<file path="src/rtl/disp_regbank_pkg.sv">
package disp_regbank_pkg;

   // Register number field position inside the byte address
   localparam int unsigned RSEL_LO = 4;
   localparam int unsigned RSEL_W  = 5;

   // First timing register number
   localparam int unsigned TIM_BASE = 1;

   // Build a mask with bits [hi:lo] set in a word of width w
   function automatic logic [63:0] field_mask(input int unsigned hi, input int unsigned lo);
      logic [63:0] m;
      m = '0;
      for (int unsigned b = 0; b < 64; b++) begin
         if (b >= lo && b <= hi) m[b] = 1'b1;
      end
      return m;
   endfunction

endpackage

</file>
<file path="src/rtl/disp_timing_bank.sv">
module disp_timing_bank
   import disp_regbank_pkg::*;
#(
   parameter int unsigned DATA_W    = 32,
   parameter int unsigned NTIM      = 16,
   parameter int unsigned TIM_W     = 12,
   parameter int unsigned PIPE_SLOT = 7,
   parameter int unsigned PIPE_W    = 10,
   parameter int unsigned HEQ_SLOT  = 13,
   parameter int unsigned HEQ_W     = 8
) (
   input  logic                     clk,
   input  logic                     rst_n,
   input  logic                     wr_en,
   input  logic [RSEL_W-1:0]        sel,
   input  logic [DATA_W-1:0]        wdata,
   output logic [NTIM*TIM_W-1:0]    tim_flat,
   output logic                     any_hit,
   output logic [DATA_W-1:0]        rd_data,
   output logic                     wr_err
);

   logic [NTIM-1:0]   hit;
   logic [NTIM-1:0]   slot_err;
   logic [DATA_W-1:0] slot_rd [NTIM];

   for (genvar k = 0; k < NTIM; k++) begin : g_slot
      // Slot width: narrow variants for the pipeline delay and equalization slots
      localparam int unsigned W = (k == PIPE_SLOT) ? PIPE_W :
                                  ((k == HEQ_SLOT) ? HEQ_W : TIM_W);
      localparam logic [DATA_W-1:0] FMASK = DATA_W'(field_mask(W - 1, 0));

      logic [TIM_W-1:0] q;

      assign hit[k] = (sel == RSEL_W'(TIM_BASE + k));

      always_ff @(posedge clk) begin
         if (!rst_n) begin
            q <= '0;
         end else if (wr_en && hit[k]) begin
            q <= wdata[TIM_W-1:0] & FMASK[TIM_W-1:0];
         end
      end

      assign slot_rd[k]  = hit[k] ? DATA_W'(q) : '0;
      assign slot_err[k] = wr_en & hit[k] & (|(wdata & ~FMASK));
      assign tim_flat[k*TIM_W +: TIM_W] = q;

      // a stored slot never holds bits beyond its own width
      if (W < TIM_W) begin : g_narrow_chk
         p_slot_width_r2: assert property (@(posedge clk) disable iff (!rst_n)
            (wr_en && hit[k]) |=> (q[TIM_W-1:W] == '0));
      end
   end

   always_comb begin
      rd_data = '0;
      for (int k = 0; k < NTIM; k++) begin
         rd_data = rd_data | slot_rd[k];
      end
   end

   assign any_hit = |hit;
   assign wr_err  = |slot_err;

endmodule

</file>
<file path="src/rtl/disp_strobe_ctl.sv">
module disp_strobe_ctl #(
   parameter int unsigned TEST_W   = 11,
   parameter int unsigned SW_BIT   = 10,
   parameter int unsigned STRB_CNT = 3,
   parameter logic [TEST_W-1:0] ACC_RST = 11'h433
) (
   input  logic              clk,
   input  logic              rst_n,
   input  logic              wr_en,
   input  logic [TEST_W-1:0] wval,
   output logic [TEST_W-1:0] test_q,
   output logic              disp_en
);

   localparam int unsigned CNT_W = $clog2(STRB_CNT + 1);
   localparam logic [CNT_W-1:0] CNT_MAX  = CNT_W'(STRB_CNT);
   localparam logic [CNT_W-1:0] CNT_LAST = CNT_W'(STRB_CNT - 1);

   logic [CNT_W-1:0] cnt;
   logic             acc_bit;
   logic             en_q;

   always_ff @(posedge clk) begin
      if (!rst_n) begin
         test_q  <= '0;
         cnt     <= '0;
         acc_bit <= ACC_RST[SW_BIT];
         en_q    <= 1'b0;
      end else if (wr_en && (wval != test_q)) begin
         test_q <= wval;
         if (wval[SW_BIT] != test_q[SW_BIT]) begin
            cnt <= '0;
         end else begin
            if (cnt != CNT_MAX) cnt <= cnt + 1'b1;
            if ((cnt >= CNT_LAST) && (wval[SW_BIT] != acc_bit)) begin
               en_q    <= ~wval[SW_BIT];
               acc_bit <= wval[SW_BIT];
            end
         end
      end
   end

   assign disp_en = en_q;

   // a change of the switch bit restarts the strobe count
   p_count_clear_r6: assert property (@(posedge clk) disable iff (!rst_n)
      (wr_en && (wval[SW_BIT] != test_q[SW_BIT])) |=> (cnt == '0));

   // the enable level only moves right after a control-word write
   p_en_after_write_r7: assert property (@(posedge clk) disable iff (!rst_n)
      (en_q != $past(en_q)) |-> $past(wr_en));

endmodule

</file>
<file path="src/rtl/disp_irq_unit.sv">
module disp_irq_unit #(
   parameter int unsigned STAT_W = 2
) (
   input  logic              clk,
   input  logic              rst_n,
   input  logic              vblank,
   input  logic              disp_en,
   input  logic              ien_vbl,
   output logic [STAT_W-1:0] stat,
   output logic              irq
);

   always_ff @(posedge clk) begin
      if (!rst_n) begin
         stat <= '0;
      end else begin
         stat <= {STAT_W{vblank}};
      end
   end

   assign irq = stat[0] & disp_en & ien_vbl;

   // status follows the blanking input with one cycle of delay
   p_stat_set_r8: assert property (@(posedge clk) disable iff (!rst_n)
      vblank |=> (stat == {STAT_W{1'b1}}));
   p_stat_clr_r8: assert property (@(posedge clk) disable iff (!rst_n)
      !vblank |=> (stat == '0));

   // a request only stands when blanking was seen on the previous edge
   p_irq_src_r9: assert property (@(posedge clk) disable iff (!rst_n)
      irq |-> $past(vblank));

endmodule

</file>
<file path="src/rtl/disp_regbank.sv">
module disp_regbank
   import disp_regbank_pkg::*;
#(
   parameter int unsigned DATA_W    = 32,
   parameter int unsigned ADDR_W    = 12,
   parameter int unsigned NTIM      = 16,
   parameter int unsigned TIM_W     = 12,
   parameter int unsigned PIPE_SLOT = 7,
   parameter int unsigned PIPE_W    = 10,
   parameter int unsigned HEQ_SLOT  = 13,
   parameter int unsigned HEQ_W     = 8,
   parameter int unsigned BASE_HI   = 21,
   parameter int unsigned BASE_LO   = 5,
   parameter int unsigned PITCH_HI  = 14,
   parameter int unsigned PITCH_LO  = 5,
   parameter int unsigned DIV_W     = 2,
   parameter int unsigned IEN_W     = 4,
   parameter int unsigned FLAG_W    = 12,
   parameter int unsigned TEST_W    = 11,
   parameter int unsigned SW_BIT    = 10,
   parameter int unsigned STRB_CNT  = 3
) (
   input  logic                  clk,
   input  logic                  rst_n,
   input  logic [ADDR_W-1:0]     bus_addr,
   input  logic                  bus_wr,
   input  logic [DATA_W-1:0]     bus_wdata,
   output logic [DATA_W-1:0]     bus_rdata,
   input  logic                  vblank_in,
   output logic [NTIM*TIM_W-1:0] tim_flat,
   output logic [BASE_HI:0]      fb_base,
   output logic [PITCH_HI:0]     row_pitch,
   output logic [DIV_W-1:0]      clk_div,
   output logic [FLAG_W-1:0]     flags,
   output logic                  disp_en,
   output logic                  reload,
   output logic                  irq,
   output logic                  field_err
);

   // Register numbers derived from the timing slot count
   localparam int unsigned N_CTEST = TIM_BASE + NTIM;
   localparam logic [RSEL_W-1:0] RI_LINE  = RSEL_W'(0);
   localparam logic [RSEL_W-1:0] RI_CTEST = RSEL_W'(N_CTEST);
   localparam logic [RSEL_W-1:0] RI_TEST  = RSEL_W'(N_CTEST + 1);
   localparam logic [RSEL_W-1:0] RI_BASE  = RSEL_W'(N_CTEST + 2);
   localparam logic [RSEL_W-1:0] RI_PITCH = RSEL_W'(N_CTEST + 3);
   localparam logic [RSEL_W-1:0] RI_FLAGS = RSEL_W'(N_CTEST + 5);
   localparam logic [RSEL_W-1:0] RI_DIV   = RSEL_W'(N_CTEST + 6);
   localparam logic [RSEL_W-1:0] RI_IEN   = RSEL_W'(N_CTEST + 8);
   localparam logic [RSEL_W-1:0] RI_ISTAT = RSEL_W'(N_CTEST + 9);

   localparam int unsigned STAT_LO = 2;
   localparam int unsigned STAT_W  = 2;
   localparam int unsigned IEN_VBL = 2;

   localparam logic [DATA_W-1:0] BASE_MASK  = DATA_W'(field_mask(BASE_HI, BASE_LO));
   localparam logic [DATA_W-1:0] PITCH_MASK = DATA_W'(field_mask(PITCH_HI, PITCH_LO));
   localparam logic [DATA_W-1:0] DIV_MASK   = DATA_W'(field_mask(DIV_W - 1, 0));
   localparam logic [DATA_W-1:0] IEN_MASK   = DATA_W'(field_mask(IEN_W - 1, 0));
   localparam logic [DATA_W-1:0] FLAG_MASK  = DATA_W'(field_mask(FLAG_W - 1, 0));
   localparam logic [DATA_W-1:0] TEST_MASK  = DATA_W'(field_mask(TEST_W - 1, 0));

   // Elaboration-time parameter checks
   if (ADDR_W < RSEL_LO + RSEL_W) begin : g_chk_addr
      $error("disp_regbank: ADDR_W too small for the register number field");
   end
   if (N_CTEST + 9 > 31) begin : g_chk_ntim
      $error("disp_regbank: NTIM leaves no room for the control registers");
   end
   if (TIM_W > DATA_W || BASE_HI >= DATA_W || PITCH_HI >= DATA_W) begin : g_chk_width
      $error("disp_regbank: a field exceeds the data width");
   end
   if (PIPE_W > TIM_W || HEQ_W > TIM_W) begin : g_chk_narrow
      $error("disp_regbank: narrow slot wider than a timing slot");
   end
   if (SW_BIT >= TEST_W || IEN_VBL >= IEN_W) begin : g_chk_bits
      $error("disp_regbank: control bit outside its register");
   end

   logic [RSEL_W-1:0] sel;
   logic              unused_addr;

   assign sel = bus_addr[RSEL_LO +: RSEL_W];
   assign unused_addr = &{1'b0, bus_addr[RSEL_LO-1:0], bus_addr[ADDR_W-1:RSEL_LO+RSEL_W]};

   // Timing slots
   logic              tim_hit;
   logic [DATA_W-1:0] tim_rd;
   logic              tim_err;

   disp_timing_bank #(
      .DATA_W(DATA_W), .NTIM(NTIM), .TIM_W(TIM_W),
      .PIPE_SLOT(PIPE_SLOT), .PIPE_W(PIPE_W),
      .HEQ_SLOT(HEQ_SLOT), .HEQ_W(HEQ_W)
   ) u_tim (
      .clk(clk), .rst_n(rst_n), .wr_en(bus_wr), .sel(sel), .wdata(bus_wdata),
      .tim_flat(tim_flat), .any_hit(tim_hit), .rd_data(tim_rd), .wr_err(tim_err)
   );

   // Control word handshake
   logic [TEST_W-1:0] test_q;
   logic              test_wr;

   assign test_wr = bus_wr && (sel == RI_TEST);

   disp_strobe_ctl #(
      .TEST_W(TEST_W), .SW_BIT(SW_BIT), .STRB_CNT(STRB_CNT),
      .ACC_RST(TEST_W'(11'h433))
   ) u_strb (
      .clk(clk), .rst_n(rst_n), .wr_en(test_wr),
      .wval(bus_wdata[TEST_W-1:0] & TEST_MASK[TEST_W-1:0]),
      .test_q(test_q), .disp_en(disp_en)
   );

   // Plain masked registers
   logic [BASE_HI:0]  base_q;
   logic [PITCH_HI:0] pitch_q;
   logic [DIV_W-1:0]  div_q;
   logic [FLAG_W-1:0] flags_q;
   logic [IEN_W-1:0]  ien_q;
   logic              reload_q;
   logic              err_q;
   logic              err_now;
   logic              raster_hit;

   always_ff @(posedge clk) begin
      if (!rst_n) begin
         base_q  <= '0;
         pitch_q <= '0;
         div_q   <= '0;
         flags_q <= '0;
         ien_q   <= '0;
      end else if (bus_wr) begin
         unique case (sel)
            RI_BASE:  base_q  <= bus_wdata[BASE_HI:0]  & BASE_MASK[BASE_HI:0];
            RI_PITCH: pitch_q <= bus_wdata[PITCH_HI:0] & PITCH_MASK[PITCH_HI:0];
            RI_DIV:   div_q   <= bus_wdata[DIV_W-1:0];
            RI_FLAGS: flags_q <= bus_wdata[FLAG_W-1:0];
            RI_IEN:   ien_q   <= bus_wdata[IEN_W-1:0];
            default: ;
         endcase
      end
   end

   always_comb begin
      err_now = tim_err;
      if (bus_wr) begin
         unique case (sel)
            RI_BASE:  err_now = |(bus_wdata & ~BASE_MASK);
            RI_PITCH: err_now = |(bus_wdata & ~PITCH_MASK);
            RI_DIV:   err_now = |(bus_wdata & ~DIV_MASK);
            RI_FLAGS: err_now = |(bus_wdata & ~FLAG_MASK);
            RI_IEN:   err_now = |(bus_wdata & ~IEN_MASK);
            RI_TEST:  err_now = |(bus_wdata & ~TEST_MASK);
            default: ;
         endcase
      end
   end

   assign raster_hit = tim_hit || (sel == RI_BASE) || (sel == RI_PITCH) || (sel == RI_DIV);

   always_ff @(posedge clk) begin
      if (!rst_n) begin
         reload_q <= 1'b0;
         err_q    <= 1'b0;
      end else begin
         reload_q <= bus_wr && disp_en && raster_hit;
         err_q    <= err_q | err_now;
      end
   end

   // Interrupt path
   logic [STAT_W-1:0] stat;

   disp_irq_unit #(.STAT_W(STAT_W)) u_irq (
      .clk(clk), .rst_n(rst_n), .vblank(vblank_in), .disp_en(disp_en),
      .ien_vbl(ien_q[IEN_VBL]), .stat(stat), .irq(irq)
   );

   // Read path
   always_comb begin
      bus_rdata = '0;
      if (tim_hit) begin
         bus_rdata = tim_rd;
      end else begin
         unique case (sel)
            RI_LINE:  bus_rdata = '0;
            RI_CTEST: bus_rdata = '0;
            RI_TEST:  bus_rdata = DATA_W'(test_q);
            RI_BASE:  bus_rdata = DATA_W'(base_q);
            RI_PITCH: bus_rdata = DATA_W'(pitch_q);
            RI_DIV:   bus_rdata = DATA_W'(div_q);
            RI_FLAGS: bus_rdata = DATA_W'(flags_q);
            RI_IEN:   bus_rdata = DATA_W'(ien_q);
            RI_ISTAT: bus_rdata = DATA_W'({stat, {STAT_LO{1'b0}}});
            default:  bus_rdata = '0;
         endcase
      end
   end

   assign fb_base   = base_q;
   assign row_pitch = pitch_q;
   assign clk_div   = div_q;
   assign flags     = flags_q;
   assign reload    = reload_q;
   assign field_err = err_q;

   // a reload pulse is caused only by a write while the display was on
   p_reload_src_r10: assert property (@(posedge clk) disable iff (!rst_n)
      reload |-> ($past(bus_wr) && $past(disp_en)));

   // the error flag never clears on its own
   p_err_sticky_r11: assert property (@(posedge clk) disable iff (!rst_n)
      field_err |=> field_err);

   // frame base alignment bits stay clear after any write to it
   p_base_write_r3: assert property (@(posedge clk) disable iff (!rst_n)
      (bus_wr && (sel == RI_BASE)) |=> (fb_base[BASE_LO-1:0] == '0));

endmodule

</file>
<file path="config.mk">
export PLATFORM = sky130hd
export DESIGN_NAME = disp_regbank
export DESIGN_NICKNAME = d
export VERILOG_FILES = /design/src/rtl/disp_regbank_pkg.sv /design/src/rtl/disp_timing_bank.sv /design/src/rtl/disp_strobe_ctl.sv /design/src/rtl/disp_irq_unit.sv /design/src/rtl/disp_regbank.sv
export SDC_FILE = /design/constraint.sdc
export NUM_CORES = 1
export LEC_CHECK = 0
export ABC_AREA = 0
export CAP_MARGIN = 20
export CORE_UTILIZATION = 50
export CTS_CLUSTER_SIZE = 12
export DETAILED_ROUTE_END_ITERATION = 10
export DONT_BUFFER_PORTS = 1
export PLACE_DENSITY = 0.69
export SLEW_MARGIN = 20
export SYNTH_ARGS = -nofsm -noshare
export SYNTH_HDL_FRONTEND = slang
export SYNTH_SLANG_ARGS = --single-unit
</file>
<file path="constraint.sdc">
create_clock -name clk -period 6 [get_ports clk]
set_clock_uncertainty 0.1 [all_clocks]
set_input_delay 1.5 -clock clk [delete_from_list [all_inputs] [get_ports clk]]
set_output_delay 1.5 -clock clk [all_outputs]
set_load 0.01 [all_outputs]
</file>
==> flow_summary.toml <==
[outcome]
status = "finished with violations"
violations = "DRC"

[grt]
antenna_found_initial = 0
overflow = 0
grt_pass1_vias = 8619
track_usage_pct = 33.9
grt_max_degree = 137
grt_pass1_wl_um = 58700

[detailed_routing]
drtAntennaViolNets = 0
route.detailed.drc = 52
drt_wl_total_um = 40600
vias = 9361
first_iter_violations = 1317
vias_per_cell = 6.38
wire_per_inst_um = 27.6
drtPass1Iterations = 8

[synthesis]
synth_top_cell_area_share_pct = 44.3
async_flop_share_pct = 0
yosysTopAreaCell = "dfxtp_1"
synth.avg_cell_area_um2 = 9.18
syn-cell-area_um2 = 11200
synth_area_leaders = "dfxtp_1 44%, mux2i_1 19%, nor2_1 8.9%, a22oi_1 6.8%, buf_4 2.5%"
synth_cell_types = 59
ys_warn_count = 0
yosysMostFrequentCell = "nor2_1"
synth-edff-count = 0
synthCells = 1225
netlist_top_cells_count = "268 x nor2_1, 249 x dfxtp_1, 213 x mux2i_1"
ys_seq_area_share_pct = 44.3
synth_top_flop_cell = "dfxtp_1"
ys_ff_latch = 249

[timing]
grt_setup_unrepaired = "no"
hold_viol = 0
holdWs_ns = 0.416
max_slew_margin_pct = 31.2
post-route-min-period_ns = 5.00
slew_violations = 0
setup_viol = 0
worstMarginPinSlew_ns = 1.03
max_freq_ghz = 0.200
setup-tns-final_ns = 0
fin_crit_sh_pct = 83.3

[clock_tree]
cts_buffers = 27
clk_latency_ns = 0.54
post-cts-setup-buffer-count = 0
post_cts_resize_count = 0
numClockSinks = 249
clkTransAtPathRegs_ns = 0.06
h-tree-depth = 1
cts_tree = "done"
cts_buffer_depth = 3
clock-root-buffer = "clkbuf_16"
holdBufCountCts = 0

[power]
power_density_nw_per_um2 = 285
cellLeakagePower_nw = 5.86
comb_power_share_pct = 3.6
switching_power_mw = 0.793
p_seq_share_pct = 49.7
clkPwrFrac_pct = 46.8
peakVddDrop_mv = 0.186
p_int_mw = 2.61
switching_share_pct = 23.3

[final_layout]
fin_cells = 1468
area_growth_pct = 6.09
antenna_cells = 0
finalNetCount = 1218
fillCellCount = 1973
drive_above_1_share_pct = 7.66
final_area_um2 = 11900

[worst_setup_path]
path_max_fanout = 12
required_ns = 4.40
critPathKind = "in -> out"
cp.arrival_ns = 3.40
critPathBufInv = 1
reg2reg_setup_slack_ns = 3.67
slowest_delay_ns = 0.71
critical_path_cell_count = 7
reg2reg_from = "u_strb.test_q[10]$_SDFFE_PN0P_"
cp-start-kind = "input port"
cpMaxStageDelayCell = "nor4b_4"
path_common_cell = "nand4_1"
crit_path_cell_trace = "or2_1 > nor4b_4 > buf_4 > a22oi_1 > nand4_1 > nor2_1 > nand4_1"
worstRegToRegCells = 7
crit_path_end_kind = "primary output"
critical_path.top_delay_family = "simple AND/OR/NAND/NOR gates"
endpoint = "bus_rdata[6]"
startpoint = "bus_addr[7]"
rr_endpoint = "u_strb.cnt[0]$_SDFFE_PN0P_"

[min_path]
hp-class = "reg -> reg"

[job]
maxCapViolCount = 0

[floorplan]
num_rows = 54
io_pins = 327
initial_core_util_pct = 51.2
core-area_um2 = 22000
die_h_um = 152
die_area_um2 = 23100
die-width_um = 152

[placement]
gp_congestion = 0.884
port_buffers = 0
dpl_cell_area_um2 = 11100
dp_cells = 1419
dpl.hpwl_um = 27900
worst min-delay path, stage by stage (launching register included):
cell and delay [ns]:
dfxtp_1 0.34, mux2i_1 0.07, nor2_1 0.07
stage by stage:
| step | power, mW | utilization (%) | setup slack (ns) |
|---|---|---|---|
| finish | 3.40 | 54.3 | 1.00 |
| CTS | 3.40 | 54.3 | 1.06 |
| global route | 3.48 | 54.3 | 0.949 |
| detailed placement | 1.84 | 50.5 | 1.07 |
| global placement | 1.84 | 50.5 | 1.06 |
| floorplan | 1.85 | - | 1.58 |
worst min path at each step:
stage | from | endpoint | slack (ns) | cells after the start
3_5_place_dp | ien_q[3]$_SDFFE_PN0P_ | ien_q[3]$_SDFFE_PN0P_ | 0.40 | 2
2_1_floorplan | ien_q[0]$_SDFFE_PN0P_ | ien_q[0]$_SDFFE_PN0P_ | 0.36 | 2
4_1_cts | ien_q[3]$_SDFFE_PN0P_ | ien_q[3]$_SDFFE_PN0P_ | 0.41 | 2
6_report | ien_q[3]$_SDFFE_PN0P_ | ien_q[3]$_SDFFE_PN0P_ | 0.42 | 2
5_1_grt | u_strb.cnt[1]$_SDFFE_PN0P_ | u_strb.cnt[1]$_SDFFE_PN0P_ | 0.44 | 2
3_3_place_gp | ien_q[1]$_SDFFE_PN0P_ | ien_q[1]$_SDFFE_PN0P_ | 0.38 | 2
power groups by stage:
stage                     clock network, mW  logic (mW)  registers, mW
after floorplan                           0       0.137           1.72
after global placement                    0       0.118           1.72
after detailed placement                  0       0.119           1.72
after CTS                              1.59       0.120           1.69
after global routing                   1.66       0.130           1.69
final                                  1.59       0.122           1.69
area by class of cell:
| cell class | count | area [µm²] | area share [%] |
|---|---|---|---|
| Clock inverter | 7 | 38.8 | 0.325 |
| Clock buffer | 42 | 792 | 6.64 |
| Tap cell | 280 | 350 | 2.94 |
| Inverter | 4 | 20.0 | 0.168 |
| Multi-Input combinational cell | 870 | 5620 | 47.1 |
| Timing Repair Buffer | 16 | 120 | 1.01 |
| Sequential cell | 249 | 4980 | 41.8 |
registers in the layout (all words and copies together) (netlist names), 2 cells and up:
register	flops
u_tim.g_slot.q	186
fb_base	17
flags	12
u_strb.test_q	11
row_pitch	10
ien_q	4
clk_div	2
u_strb.cnt	2
cells by family after synthesis:
| group | after synthesis | share of synthesized area [%] |
|---|---|---|
| flip-flops | 249 | 44.3 |
| AND/OR/NAND/NOR | 447 | 18.3 |
| other | 1 | 0.0334 |
| AO/OA/AOI/OAI | 170 | 10.6 |
| XOR/XNOR | 11 | 0.857 |
| adder cells (fa/ha/maj) | 2 | 0.223 |
| multiplexers | 214 | 19.1 |
| buffers and inverters | 131 | 6.50 |
placed cells by master (no fill, tap or decap), types with 2 or more instances in the layout:
cell	n
a2111oi_0	2
a21oi_1	33
a222oi_1	3
a22o_1	5
a22oi_1	102
a31oi_1	3
and2_1	8
and3_1	3
and3b_1	2
buf_4	16
clkbuf_1	9
clkbuf_16	27
clkbuf_8	6
clkinv_2	6
conb_1	26
dfxtp_1	249
ha_1	2
inv_1	2
inv_6	2
mux2i_1	213
nand2_1	66
nand2_2	13
nand2b_1	2
nand3_1	21
nand4_1	11
nand4b_1	5
nor2_1	268
nor2_2	2
nor2_4	8
nor2b_1	4
nor3_1	8
nor4_1	9
nor4b_4	2
o211ai_1	3
o21ai_0	8
o31ai_1	2
or3_1	2
or4_1	3
xor2_1	11
metal layers:
layer,wire [µm],global-route usage (%),vias to the layer above,share of wire (%)
li1,-,-,4110,-
met1,15200,41.2,4459,38
met2,17600,51.7,669,43
met3,5870,14.3,123,14
met4,1850,15.7,0,4.6
met5,0,0,-,0
Note: power is estimated with default switching activity, not from simulation.
